--- src/rtl/uart_mp.sv ---
module uart_mp #(
  parameter int DEPTH = 8,
  parameter int OVS   = 16
) (
  input  logic       clk,
  input  logic       rst_n,
  input  logic       tick,
  input  logic       cfg_parity_en,
  input  logic       cfg_parity_odd,
  input  logic       cfg_mp_en,
  input  logic [7:0] cfg_node_addr,
  input  logic       tx_wr,
  input  logic [8:0] tx_data,
  output logic       tx_full,
  output logic       tx_empty,
  output logic       txd,
  input  logic       rxd,
  input  logic       rx_rd,
  output logic       rx_empty,
  output logic [8:0] rx_data,
  output logic       rx_perr,
  output logic       rx_ferr,
  output logic       rx_brk,
  output logic       rx_ovf
);
  localparam int AW = $clog2(DEPTH);
  localparam int CW = $clog2(OVS);
  localparam logic [AW:0]   FULLN = (AW+1)'(DEPTH);
  localparam logic [AW-1:0] LASTP = AW'(DEPTH-1);
  localparam logic [CW-1:0] CLAST = CW'(OVS-1);
  localparam logic [CW-1:0] CMID  = CW'(OVS/2-1);

  // transmit queue
  logic [8:0]    txq [DEPTH];
  logic [AW-1:0] tx_wp, tx_rp;
  logic [AW:0]   tx_n;
  logic          tx_push, tx_pop;

  assign tx_full  = (tx_n == FULLN);
  assign tx_empty = (tx_n == '0);
  assign tx_push  = tx_wr && !tx_full;

  always_ff @(posedge clk or negedge rst_n)
    if (!rst_n) begin
      tx_wp <= '0;
      tx_rp <= '0;
      tx_n  <= '0;
    end else begin
      if (tx_push) tx_wp <= (tx_wp == LASTP) ? '0 : tx_wp + 1'b1;
      if (tx_pop)  tx_rp <= (tx_rp == LASTP) ? '0 : tx_rp + 1'b1;
      tx_n <= tx_n + {{AW{1'b0}}, tx_push} - {{AW{1'b0}}, tx_pop};
    end

  always_ff @(posedge clk)
    if (tx_push) txq[tx_wp] <= tx_data;

  // transmit shifter
  logic          tx_busy;
  logic [11:0]   tx_sh, tx_frame;
  logic [3:0]    tx_left, tx_nbits;
  logic [CW-1:0] tx_cnt;
  logic [8:0]    tx_head;
  logic          tx_pb;

  assign tx_head  = txq[tx_rp];
  assign tx_pb    = ^tx_head[7:0] ^ (cfg_mp_en & tx_head[8]) ^ cfg_parity_odd;
  assign tx_nbits = 4'd10 + {3'b0, cfg_mp_en} + {3'b0, cfg_parity_en};
  assign tx_pop   = !tx_busy && !tx_empty && tick;
  assign txd      = tx_busy ? tx_sh[0] : 1'b1;

  always_comb
    case ({cfg_mp_en, cfg_parity_en})
      2'b00:   tx_frame = {3'b111, tx_head[7:0], 1'b0};
      2'b10:   tx_frame = {2'b11, tx_head[8], tx_head[7:0], 1'b0};
      2'b01:   tx_frame = {2'b11, tx_pb, tx_head[7:0], 1'b0};
      default: tx_frame = {1'b1, tx_pb, tx_head[8], tx_head[7:0], 1'b0};
    endcase

  always_ff @(posedge clk or negedge rst_n)
    if (!rst_n) begin
      tx_busy <= 1'b0;
      tx_sh   <= '1;
      tx_left <= '0;
      tx_cnt  <= '0;
    end else if (tx_pop) begin
      tx_busy <= 1'b1;
      tx_sh   <= tx_frame;
      tx_left <= tx_nbits;
      tx_cnt  <= '0;
    end else if (tx_busy && tick) begin
      if (tx_cnt == CLAST) begin
        tx_cnt  <= '0;
        tx_sh   <= {1'b1, tx_sh[11:1]};
        tx_left <= tx_left - 1'b1;
        if (tx_left == 4'd1) tx_busy <= 1'b0;
      end else begin
        tx_cnt <= tx_cnt + 1'b1;
      end
    end

  // receive sampler
  typedef enum logic [2:0] {R_IDLE, R_START, R_DATA, R_STOP, R_WAIT} rx_st_t;
  rx_st_t        rx_st;
  logic [1:0]    rx_sync;
  logic          rxs;
  logic [CW-1:0] rx_cnt;
  logic [3:0]    rx_idx, rx_nb;
  logic [9:0]    rx_sh;
  logic          mp_match;

  assign rxs   = rx_sync[1];
  assign rx_nb = 4'd8 + {3'b0, cfg_mp_en} + {3'b0, cfg_parity_en};

  logic rx_b8, rx_pb, rx_zero, rx_done, rx_brk_now, rx_ferr_now, rx_perr_now;
  logic rx_is_addr, rx_hit, rx_accept, rx_push;
  logic [11:0] rx_entry;

  assign rx_b8       = cfg_mp_en & rx_sh[8];
  assign rx_pb       = cfg_mp_en ? rx_sh[9] : rx_sh[8];
  assign rx_zero     = ~|rx_sh;
  assign rx_done     = (rx_st == R_STOP) && tick && (rx_cnt == CLAST);
  assign rx_brk_now  = !rxs && rx_zero;
  assign rx_ferr_now = !rxs && !rx_zero;
  assign rx_perr_now = cfg_parity_en & (^rx_sh[7:0] ^ rx_b8 ^ cfg_parity_odd ^ rx_pb);
  assign rx_is_addr  = rx_b8 && !rx_brk_now;
  assign rx_hit      = (rx_sh[7:0] == cfg_node_addr);
  assign rx_accept   = rx_brk_now || !cfg_mp_en || (rx_is_addr ? rx_hit : mp_match);
  assign rx_push     = rx_done && rx_accept;
  assign rx_entry    = rx_brk_now ? 12'h800
                                  : {1'b0, rx_ferr_now, rx_perr_now, rx_b8, rx_sh[7:0]};

  always_ff @(posedge clk or negedge rst_n)
    if (!rst_n) begin
      rx_sync  <= 2'b11;
      rx_st    <= R_IDLE;
      rx_cnt   <= '0;
      rx_idx   <= '0;
      rx_sh    <= '0;
      mp_match <= 1'b0;
    end else begin
      rx_sync <= {rx_sync[0], rxd};
      if (tick)
        case (rx_st)
          R_IDLE:
            if (!rxs) begin
              rx_st  <= R_START;
              rx_cnt <= '0;
            end
          R_START:
            if (rx_cnt == CMID) begin
              rx_cnt <= '0;
              rx_idx <= '0;
              rx_sh  <= '0;
              rx_st  <= rxs ? R_IDLE : R_DATA;
            end else rx_cnt <= rx_cnt + 1'b1;
          R_DATA:
            if (rx_cnt == CLAST) begin
              rx_cnt        <= '0;
              rx_sh[rx_idx] <= rxs;
              rx_idx        <= rx_idx + 1'b1;
              if (rx_idx == rx_nb - 4'd1) rx_st <= R_STOP;
            end else rx_cnt <= rx_cnt + 1'b1;
          R_STOP:
            if (rx_cnt == CLAST) begin
              rx_cnt <= '0;
              rx_st  <= rxs ? R_IDLE : R_WAIT;
              if (rx_is_addr) mp_match <= rx_hit;
            end else rx_cnt <= rx_cnt + 1'b1;
          default:
            if (rxs) rx_st <= R_IDLE;
        endcase
    end

  // receive queue
  logic [11:0]   rxq [DEPTH];
  logic [AW-1:0] rx_wp, rx_rp;
  logic [AW:0]   rx_n;
  logic          rx_full, rx_wr, rx_pop;
  logic [11:0]   rx_head;

  assign rx_full  = (rx_n == FULLN);
  assign rx_empty = (rx_n == '0);
  assign rx_wr    = rx_push && !rx_full;
  assign rx_pop   = rx_rd && !rx_empty;
  assign rx_head  = rxq[rx_rp];
  assign rx_data  = rx_head[8:0];
  assign rx_perr  = rx_head[9];
  assign rx_ferr  = rx_head[10];
  assign rx_brk   = rx_head[11];

  always_ff @(posedge clk or negedge rst_n)
    if (!rst_n) begin
      rx_wp  <= '0;
      rx_rp  <= '0;
      rx_n   <= '0;
      rx_ovf <= 1'b0;
    end else begin
      if (rx_wr)  rx_wp <= (rx_wp == LASTP) ? '0 : rx_wp + 1'b1;
      if (rx_pop) rx_rp <= (rx_rp == LASTP) ? '0 : rx_rp + 1'b1;
      rx_n <= rx_n + {{AW{1'b0}}, rx_wr} - {{AW{1'b0}}, rx_pop};
      if (rx_push && rx_full) rx_ovf <= 1'b1;
    end

  always_ff @(posedge clk)
    if (rx_wr) rxq[rx_wp] <= rx_entry;

endmodule

--- config.mk ---
export PLATFORM = sky130hd
export DESIGN_NAME = uart_mp
export DESIGN_NICKNAME = d
export VERILOG_FILES = /design/src/rtl/uart_mp.sv
export SDC_FILE = /design/constraint.sdc
export NUM_CORES = 1
export LEC_CHECK = 0
export BUFFER_PORTS_ARGS = -buffer_cell sky130_fd_sc_hd__buf_2
export CORE_MARGIN = 1
export CORE_UTILIZATION = 36
export CTS_CLUSTER_SIZE = 40
export DETAILED_ROUTE_END_ITERATION = 16
export PLACE_DENSITY_LB_ADDON = 0.05
export SETUP_SLACK_MARGIN = 0.3
export SYNTH_ARGS = -nofsm -noshare
export SYNTH_HDL_FRONTEND = slang
export SYNTH_SLANG_ARGS = --single-unit
export TNS_END_PERCENT = 100
--- constraint.sdc ---
create_clock -name clk -period 3.6 [get_ports clk]
set_clock_uncertainty 0.15 [all_clocks]
set_input_delay 0.18 -clock clk [delete_from_list [all_inputs] [get_ports clk]]
set_output_delay 0.18 -clock clk [all_outputs]
set_load 0.01 [all_outputs]
Yosys cells after proc, flatten, opt, wreduce, memory -nomap -nowiden:

Memories as Yosys holds them, arrays and structs flattened.
Index checks and enable logic that the tools add are counted.

* memories kept: 2
* output and inout port bits: 17
* register bits: 66
* logic and storage cells: 161
* bits in writable memories: 168
* bits of input ports: 26

Memories
* rxq: words 8, bits a word 12, rd ports 1, clocked after Yosys merged registers in 0, wr ports 1, line 175 `logic [11:0] rxq [DEPTH];`
* txq: words 8, bits a word 9, rd ports 1, clocked after Yosys merged registers in 0, wr ports 1, line 34 `logic [8:0] txq [DEPTH];`

* $add $sub $neg: 17
* equal/unequal tests: 22
* magnitude comparators: 2
* bitwise gates (word level): 8
* reduce and logical (&&, ||, !) cells: 45
* multiplexer cells: 48

Operator list (count)
* $mux 12: 4
* $mux 4: 11
* $mux 3: 11
* $pmux 11 s3: 1
* $mux 10: 2
* $pmux 10 s2: 1
* $add 4x1->4: 4
* $eq 4x4->1 const B: 4
* $reduce_xor 8->1: 2
* $logic_and 1x1->1: 14
* $add 3x1->3 const B: 4
* $add 4x1->4 const B: 3
* $eq 3x3->1 const B: 4
* $mux 1: 12
* $pmux 3 s4: 1
* $pmux 4 s3: 1
* $bwmux 10: 1
* $reduce_or 10->1: 1
* $logic_not 1->1: 9
* $reduce_and 3->1: 3
* $add 4x1->4 const A: 2
* $eq 8x8->1: 1
* $logic_not 4->1: 2
* $ne 2x2->1 const B: 4
* other kinds (27): 40

Logic depth before layout (Yosys ltp):

Gate-level depths: netlist of the first run.

* depth after elaboration: 11
* depth in mapped cells: 14
* gate-level depth less buffers: 13

Worst setup path after synthesis of the first run:

No wires, ideal clock.

* path kind: register -> register
* start: register rx_sh[4]
* end: memory rxq[5][0] (enable)
* period minus slack after synthesis: 3.381 ns
* path buffers: 1
* setup slack: 0.219 ns
* data required time: 3.033 ns
* cell stages (with the launch flop): 10
* arrival: 2.814 ns
* setup time: 0.417 ns
* cell sequence: dfrtp_1 > inv_1 > ha_1 > nand4_1 > nor4_1 > nand2b_1 > o21bai_1 > nand2b_1 > clkbuf_1 > nor4b_1

* longest elaborated chain between the ends: 11
* elaborated cells between the ends (all ways): 13
* classes of those cells: 1 x eq/ne; 3 x mux; 9 x reduce/logical

Ends and longest elaborated chain
* start: declaration: line 108 `logic [9:0] rx_sh;`
* start signal: indexed assignment: line 159 `rx_sh[rx_idx] <= rxs;`
* $reduce_or 10->1: line 120 `assign rx_zero = ~|rx_sh;`
* $logic_not 1->1: line 120
* $logic_and 1x1->1: line 122 `assign rx_brk_now = !rxs && rx_zero;`
* $logic_not 1->1: line 125 `assign rx_is_addr = rx_b8 && !rx_brk_now;`
* $logic_and 1x1->1: line 125
* $mux 1
* $logic_or 1x1->1 (*): line 127 `assign rx_accept = rx_brk_now || !cfg_mp_en || (rx_is_addr ? rx_hit : mp_match);`
* $logic_and 1x1->1 (*): line 128 `assign rx_push = rx_done && rx_accept;`
* $logic_and 1x1->1 (*): line 183 `assign rx_wr = rx_push && !rx_full;`
* $mux 1 (*): line 205 `if (rx_wr) rxq[rx_wp] <= rx_entry;`
* $mux 1 (not written as such) (*): line 205
* end: declaration: line 175

Every way passes the cells marked *; elsewhere a longest branch is shown, timed or not.

Worst setup path after layout of the first run:

* start: register rx_cnt[0]
* end: register rx_n[1]

* longest elaborated chain between the ends: 6

Ends and longest elaborated chain
* start: declaration: line 106 `logic [CW-1:0] rx_cnt;`
* start signal: assignment: line 155 `end else rx_cnt <= rx_cnt + 1'b1;`
* start signal: assignment: line 162 `end else rx_cnt <= rx_cnt + 1'b1;`
* start signal: assignment: line 168 `end else rx_cnt <= rx_cnt + 1'b1;`
* $eq 4x4->1: line 121 `assign rx_done = (rx_st == R_STOP) && tick && (rx_cnt == CLAST);`
* $logic_and 1x1->1: line 121
* $logic_and 1x1->1: line 128
* $logic_and 1x1->1: line 183
* $add 4x1->4: line 200 `rx_n <= rx_n + {{AW{1'b0}}, rx_wr} - {{AW{1'b0}}, rx_pop};`
* $sub 4x1->4: line 200
* end signal: assignment: line 200
* end: declaration: line 177 `logic [AW:0] rx_n;`

Every way passes these cells.
A chain may end at the register's enable or synchronous reset.

==> results of run 1 <==
## Yosys cell counts (2+ instances only)
master / count
o22a_1: 2
mux2_1: 5
nor4b_1: 3
dfstp_2: 13
a22o_1: 2
clkbuf_1: 15
o21bai_1: 2
a21o_1: 6
mux2i_1: 11
o21ai_0: 6
o31ai_1: 3
and2_1: 2
buf_4: 2
and3_1: 2
nand2b_1: 14
fa_1: 2
inv_1: 36
dfrtp_1: 52
a211oi_1: 2
nor2b_1: 2
nand4_1: 5
nor3_1: 12
buf_1: 3
nand3_1: 9
xor2_1: 6
edfxtp_1: 168
nor3b_1: 4
xnor2_1: 21
a31oi_1: 3
nand2_1: 66
buf_2: 4
nor2_1: 35
nor4_1: 4
ha_1: 36
o21ai_1: 37
a21oi_1: 24
mux2_2: 14
mux4_2: 41
o221ai_1: 2
## worst register-to-register path, cell delays in order (launching register included)
cell and delay [ns]:
dfrtp_1 0.38, ha_1 0.21, nand2_1 0.10, nor2_1 0.16, nand4_1 0.22, o21bai_1 0.25, nand2b_2 0.31, ha_1 0.34
inv_1 0.06, ha_1 0.15, inv_1 0.05, fa_1 0.47, inv_1 0.04
## kinds of logic (layout without fill, tap and decap cells)
kind of cell,count (synthesis),count (layout)
flops,233,233
compound gates,93,93
fa+ha+maj,38,38
xor+xnor,28,28
buf+inv,62,171
simple gates,162,162
mux,72,72
## timing repair
| item | in CTS | in global routing |
|---|---|---|
| setup endpoints to repair | 0 | 3 |
| hold endpoints to repair | 109 | 0 |
| gates resized for setup | 0 | 1 |
| hold buffers | 14 | 0 |
## flip-flops by register name, indices dropped and copies added, names as in the netlist, 4 cells and up
name and count:
tx_n 4, rx_cnt 4, rx_idx 4, rxq 96
tx_cnt 4, tx_sh 11, txq 72, rx_sh 10
tx_left 4, rx_n 4
## area by class of cell
class                           count  area [sq um]  area share (%)
Clock buffer                       33           728            5.99
Clock inverter                     16           185            1.52
Inverter                           37           139            1.14
Multi-Input combinational cell    393          3370            27.8
Sequential cell                   233          6690            55.0
Tap cell                          378           473            3.89
Timing Repair Buffer               85           568            4.67
## cells in the final DEF (no fill, tap or decap), types with 27 or more instances in the layout
cell,n
ha_1,36
nand2_1,66
inv_1,36
o21ai_1,37
dfrtp_1,52
nor2_1,35
buf_4,29
buf_2,42
clkbuf_16,27
edfxtp_1,168
mux4_2,41
## per-stage QoR
step	power, uW	area, sq um	hold slack, ns	worst slack [ns]	util, %
detailed placement	6160	11100	0.138	0.530	39.7
global route	9400	12200	0.0673	0.364	43.5
global placement	6120	11100	0.135	0.586	39.7
finish	8840	12200	0.0288	0.620	43.5
CTS	8990	12200	0.0181	0.522	43.5
floorplan	5440	10300	-0.266	0.391	-
## per-layer routing
metal  share of wire (%)  routed length, um  vias to the layer above
met3                 2.4                524                       31
met1                  45               9740                     2972
met5                   0                  0                        -
li1                    -                  -                     2750
met2                  50              10900                       74
met4                 2.1                449                        0
## how the worst max path moves through the flow
stage	start	slack [ns]	endpoint
after floorplan	rx_sh[4]$_DFFE_PN0P_	0.39	rxq[1][0]$_DFFE_PP_
after global placement	rx_cnt[0]$_DFFE_PN0P_	0.59	rx_n[1]$_DFF_PN0_
after detailed placement	rx_cnt[0]$_DFFE_PN0P_	0.53	rx_n[1]$_DFF_PN0_
after CTS	rx_cnt[0]$_DFFE_PN0P_	0.52	rx_n[2]$_DFF_PN0_
after global routing	rx_cnt[1]$_DFFE_PN0P_	0.36	rx_n[1]$_DFF_PN0_
final	rx_cnt[0]$_DFFE_PN0P_	0.62	rx_n[1]$_DFF_PN0_
## power by group through the flow
stage	clock network, uW	logic, uW	registers (uW)
after global placement	0	2510	3610
final	2780	2490	3570
after CTS	2860	2560	3580
after detailed placement	0	2540	3630
after global routing	2960	2820	3620
after floorplan	0	1990	3460
==> flow_summary.json, run 1 <==
{
  "min_to": "rx_ovf$_DFFE_PN0P_",
  "avgViaCountPerCell": 4.96,
  "final_cell_count_no_fill": 1175,
  "die_x_um": 171,
  "ioPinCount": 43,
  "ant_nets": 0,
  "reg2reg_to": "rx_n[1]$_DFF_PN0_",
  "h-tree-depth": 1,
  "worstPathMaxFanout": 10,
  "wl_per_cell_um": 18.4,
  "hp-class": "in2reg",
  "clkSlewWorstSetupHoldPaths_ns": 0.06,
  "critical_path.endpoint_type": "register",
  "path_class": "reg2reg",
  "p_per_area_nw_per_um2": 727,
  "path_delay_family": "adder cells",
  "clockPowerShare_pct": 31.5,
  "max_freq_mhz": 336,
  "antenna_found_initial": 0,
  "gp_congestion": 0.743,
  "dieHeight_um": 171,
  "grt.busiest_layer": "met2",
  "final-hold-violation-count": 0,
  "reg2reg_from": "rx_cnt[0]$_DFFE_PN0P_",
  "cellLeakagePower_uw": 0.00451,
  "rr_worst_depth": 12,
  "rrSetupSlack_ns": 0.62,
  "drc": 0,
  "fin_crit_sh_pct": 82.8,
  "hpwl_mm": 14.5,
  "slew_viol_final": 0,
  "yosysUniqueCellTypes": 51,
  "syn_inst": 688,
  "max-vdd-ir-drop_mv": 0.402,
  "swShare_pct": 29.7,
  "drive_above_1_share_pct": 24.1,
  "period_needed_ns": 2.98,
  "yosys.area_share.adder_pct": 4.78,
  "clock_latency_ns": 0.52,
  "clock_sinks": 233,
  "yosys.area_share.xor_xnor_pct": 2.53,
  "grtUsageTotal_pct": 15.7,
  "slew_headroom_pct": 38.7,
  "syn_nets": 752,
  "yosysWarnings": 0,
  "synth_top_family_by_area": "multiplexers",
  "use_met1_pct": 20.4,
  "crit_chain": "ha_1, nand2_1, nor2_1, nand4_1, o21bai_1, nand2b_2, ha_1, inv_1, ha_1, inv_1, fa_1, inv_1",
  "grtUsageMet3_pct": 2.01,
  "maxCapViolCount": 0,
  "firstDrtPassIters": 4,
  "cts_root_buf": "clkbuf_16",
  "holdPathStages": 4,
  "avgSynthCellArea_sq_um": 14.9,
  "netSwitchingPower_uw": 2620,
  "p_seq_share_pct": 40.3,
  "drtIter0Drc": 276,
  "placed_cells": 1112,
  "synth_top_area_share_pct": 49.2,
  "drt_wl_total_mm": 21.6,
  "rows": 61,
  "ys_seq_elements": 233,
  "worstMarginPinSlew_ns": 0.912,
  "coreArea_sq_um": 27900,
  "cp.required_ns": 3.87,
  "synthToLayoutAreaGrowth_pct": 18.6,
  "gr-total-overflow": 0,
  "syn_area_sq_um": 10300,
  "path_depth": 12,
  "setup-tns-final_ns": 0,
  "p_int_uw": 6210,
  "synth-edff-count": 168,
  "n_antenna_cell": 0,
  "grtUsageMet2_pct": 27.5,
  "grt_pass1_vias": 6134,
  "grt_pass1_wl_mm": 34.8,
  "min_from": "cfg_mp_en",
  "slowest_stage": "fa_1",
  "nets": 841,
  "final.fill_count": 2585,
  "synth_compound_area_share_pct": 5.33,
  "rsz0062_at_grt": "false",
  "setup_viol_count_final": 0,
  "ys_seq_area_share_pct": 65.2,
  "clk_path_buf_depth": 3,
  "synthMuxAreaShare_pct": 12.3,
  "yosys.area_share.simple_pct": 7.35,
  "numCtsBuffers": 27,
  "share_comb_of_total_power_pct": 28.2,
  "outcome": "complete, no violations",
  "cts_tree": "built",
  "synth_top_area_cell": "edfxtp_1",
  "cp_num_buf_inv": 3,
  "num_vias": 5827,
  "cp-start-kind": "register",
  "start_util_pct": 36.7,
  "portBuffers": 42,
  "critPathMaxStageDelay_ns": 0.47,
  "die_area_sq_um": 29200,
  "netlist_top_cells_area": "edfxtp_1 (49%), dfrtp_1 (13%), mux4_2 (9.0%), ha_1 (4.4%), dfstp_2 (3.3%)",
  "grt_max_degree": 34,
  "synth_top_flop_cell": "edfxtp_1",
  "arrival_ns": 3.25,
  "cts_setup_buffers": 0,
  "ys_async_sr_fraction_pct": 27.9
}
No activity file was read; power rests on OpenSTA's default activity.
==> run 2: changes to the inputs <==
==> constraint.sdc (replaced) <==
create_clock -name clk -period 3.1 [get_ports clk]
set_clock_uncertainty 0.15 [all_clocks]
set_input_delay 0.155 -clock clk [delete_from_list [all_inputs] [get_ports clk]]
set_output_delay 0.155 -clock clk [all_outputs]
set_load 0.01 [all_outputs]
==> run 2 against run 1 <==
Final cell count rose by 2.8%. Sequential power increased by 16%. Sequential cell count stayed put. Critical path depth increased by 4. Sequential share of layout area down 1.0 points. Core utilization is 0.85 points higher. Die area unchanged. Setup slack got worse by 0.18 ns.
==> flow_summary.json, run 2 (synthesis gave the netlist of run 1 again) <==
{
  "outcome": "complete, no violations",
  "cts_tree": "built",
  "num_vias": 5993,
  "final-hold-violation-count": 0,
  "dieHeight_um": 171,
  "arrival_ns": 2.94,
  "die_area_sq_um": 29200,
  "period_needed_ns": 2.66,
  "worstMarginPinSlew_ns": 0.900,
  "reg2reg_from": "rx_sh[1]$_DFFE_PN0P_",
  "cellLeakagePower_uw": 0.00467,
  "critical_path.endpoint_type": "register",
  "worstPathMaxFanout": 2,
  "top_regs": "rxq x96, txq x72, tx_sh x11",
  "cp-endpoint": "rx_ovf$_DFFE_PN0P_",
  "crit_start": "rx_sh[1]$_DFFE_PN0P_",
  "grt_pass1_wl_mm": 35.8,
  "critPathMaxStageDelay_ns": 0.39,
  "mostFrequentLayoutCells": "edfxtp_1 (168), nand2_1 (66), buf_4 (56)",
  "die_x_um": 171,
  "clock_sinks": 233,
  "firstDrtPassIters": 4,
  "final-seq-area_sq_um": 6690,
  "setup_viol_count_final": 0,
  "largest_reg_flops": 96,
  "rrSetupSlack_ns": 0.44,
  "hpwl_mm": 15.2,
  "ioPinCount": 43,
  "rr_worst_depth": 16,
  "synthToLayoutAreaGrowth_pct": 20.9,
  "grt_pass1_vias": 6388,
  "total_power_uw": 10100,
  "reg2reg_to": "rx_ovf$_DFFE_PN0P_",
  "h-tree-depth": 1,
  "rows": 61,
  "crit_chain": "inv_2, ha_2, nand4_1, nor4_2, nand2b_1, o21bai_2, buf_4, buf_4, buf_4, buf_4, buf_4, buf_4, buf_6, buf_6, buf_6, o21bai_1",
  "max_freq_mhz": 376,
  "drtIter0Drc": 377,
  "cp.required_ns": 3.39,
  "slew_viol_final": 0,
  "top_register": "rxq",
  "avgViaCountPerCell": 4.96,
  "n_antenna_cell": 0,
  "numCtsBuffers": 26,
  "slew_headroom_pct": 40.0,
  "gp_congestion": 0.770,
  "grtUsageTotal_pct": 16.2,
  "drive_above_1_share_pct": 28.8,
  "clkSlewWorstSetupHoldPaths_ns": 0.06,
  "p_per_area_nw_per_um2": 813,
  "fin_crit_sh_pct": 85.8,
  "clock_latency_ns": 0.54,
  "start_util_pct": 36.7,
  "cp-start-kind": "register",
  "wl_per_cell_um": 18.7,
  "drc": 0,
  "slowest_stage": "dfrtp_1",
  "setup-tns-final_ns": 0,
  "clk_path_buf_depth": 3,
  "fin_ws_ns": 0.441,
  "path_delay_family": "buffers and inverters",
  "final.fill_count": 2545,
  "cp_num_buf_inv": 10,
  "gr-total-overflow": 0,
  "drt_wl_total_mm": 22.6,
  "maxCapViolCount": 0,
  "coreArea_sq_um": 27900,
  "hp-class": "in2reg",
  "final_common_cell": "edfxtp_1",
  "grt_max_degree": 66,
  "nets": 874,
  "rsz0062_at_grt": "false",
  "max-vdd-ir-drop_mv": 0.412,
  "ant_nets": 0,
  "preCtsSetupSlack_ns": 0.253,
  "path_common_cell": "buf_4",
  "portBuffers": 42,
  "path_depth": 16,
  "path_class": "reg2reg",
  "antenna_found_initial": 0,
  "cts_root_buf": "clkbuf_16",
  "multi_input_area_sq_um": 3420
}
[run 2: cell type report]
class                           count  area share [%]
Sequential cell                   233            54.0
Clock inverter                     19            1.25
Timing Repair Buffer              119            6.85
Multi-Input combinational cell    393            27.6
Clock buffer                       29            5.34
Tap cell                          378            3.82
Inverter                           37            1.12
[run 2: per-stage QoR]
| stage | std cells | cell area, sq um | util (%) | hold WS (ns) |
|---|---|---|---|---|
| floorplan | 688 | 10300 | - | -0.291 |
| global placement | 1122 | 11200 | 40.0 | 0.114 |
| detailed placement | 1122 | 11200 | 40.0 | 0.112 |
| CTS | 1207 | 12400 | 44.3 | 0.0386 |
| global route | 1208 | 12400 | 44.4 | 0.124 |
| finish | 1208 | 12400 | 44.4 | 0.0899 |
[run 2: worst register-to-register path, delay by kind of cell (launching register included)]
family / cells / cell delay (ns)
AO/OA/AOI/OAI: 2 / 0.22
adder cells (fa/ha/maj): 1 / 0.16
buffers and inverters: 10 / 1.09
flip-flops: 1 / 0.39
AND/OR/NAND/NOR: 3 / 0.55
[run 2: power by group]
group	switching [uW]	internal (uW)
combinational	1480	1520
sequential	370	3770
clock	1230	1710
total	3080	6990
[run 2: what timing repair did]
action	CTS	global route
setup buffers	21	1
gates cloned	1	0
pin swaps	7	1
endpoints found under the hold margin	133	0
endpoints found under the setup margin	26	101
resized for setup	22	5
hold buffers	15	0
[run 2: per-layer routing]
layer	global-route usage, %	share of wire [%]	vias up
met5	0	0	-
met4	3.72	1.6	0
met3	2.15	3.2	30
met2	28.9	51	95
met1	20.9	44	3051
li1	-	-	2817
[run 2: worst min-delay path by stage]
stage	from	endpoint	slack, ns	cells past startpoint
final	cfg_mp_en	mp_match$_DFFE_PN0P_	0.09	5
after global routing	cfg_mp_en	mp_match$_DFFE_PN0P_	0.12	5
after CTS	cfg_mp_en	mp_match$_DFFE_PN0P_	0.04	5
after detailed placement	rxd	rx_sync[0]$_DFF_PN1_	0.11	1
after global placement	rxd	rx_sync[0]$_DFF_PN1_	0.11	1
after floorplan	rst_n	mp_match$_DFFE_PN0P_	-0.29	0
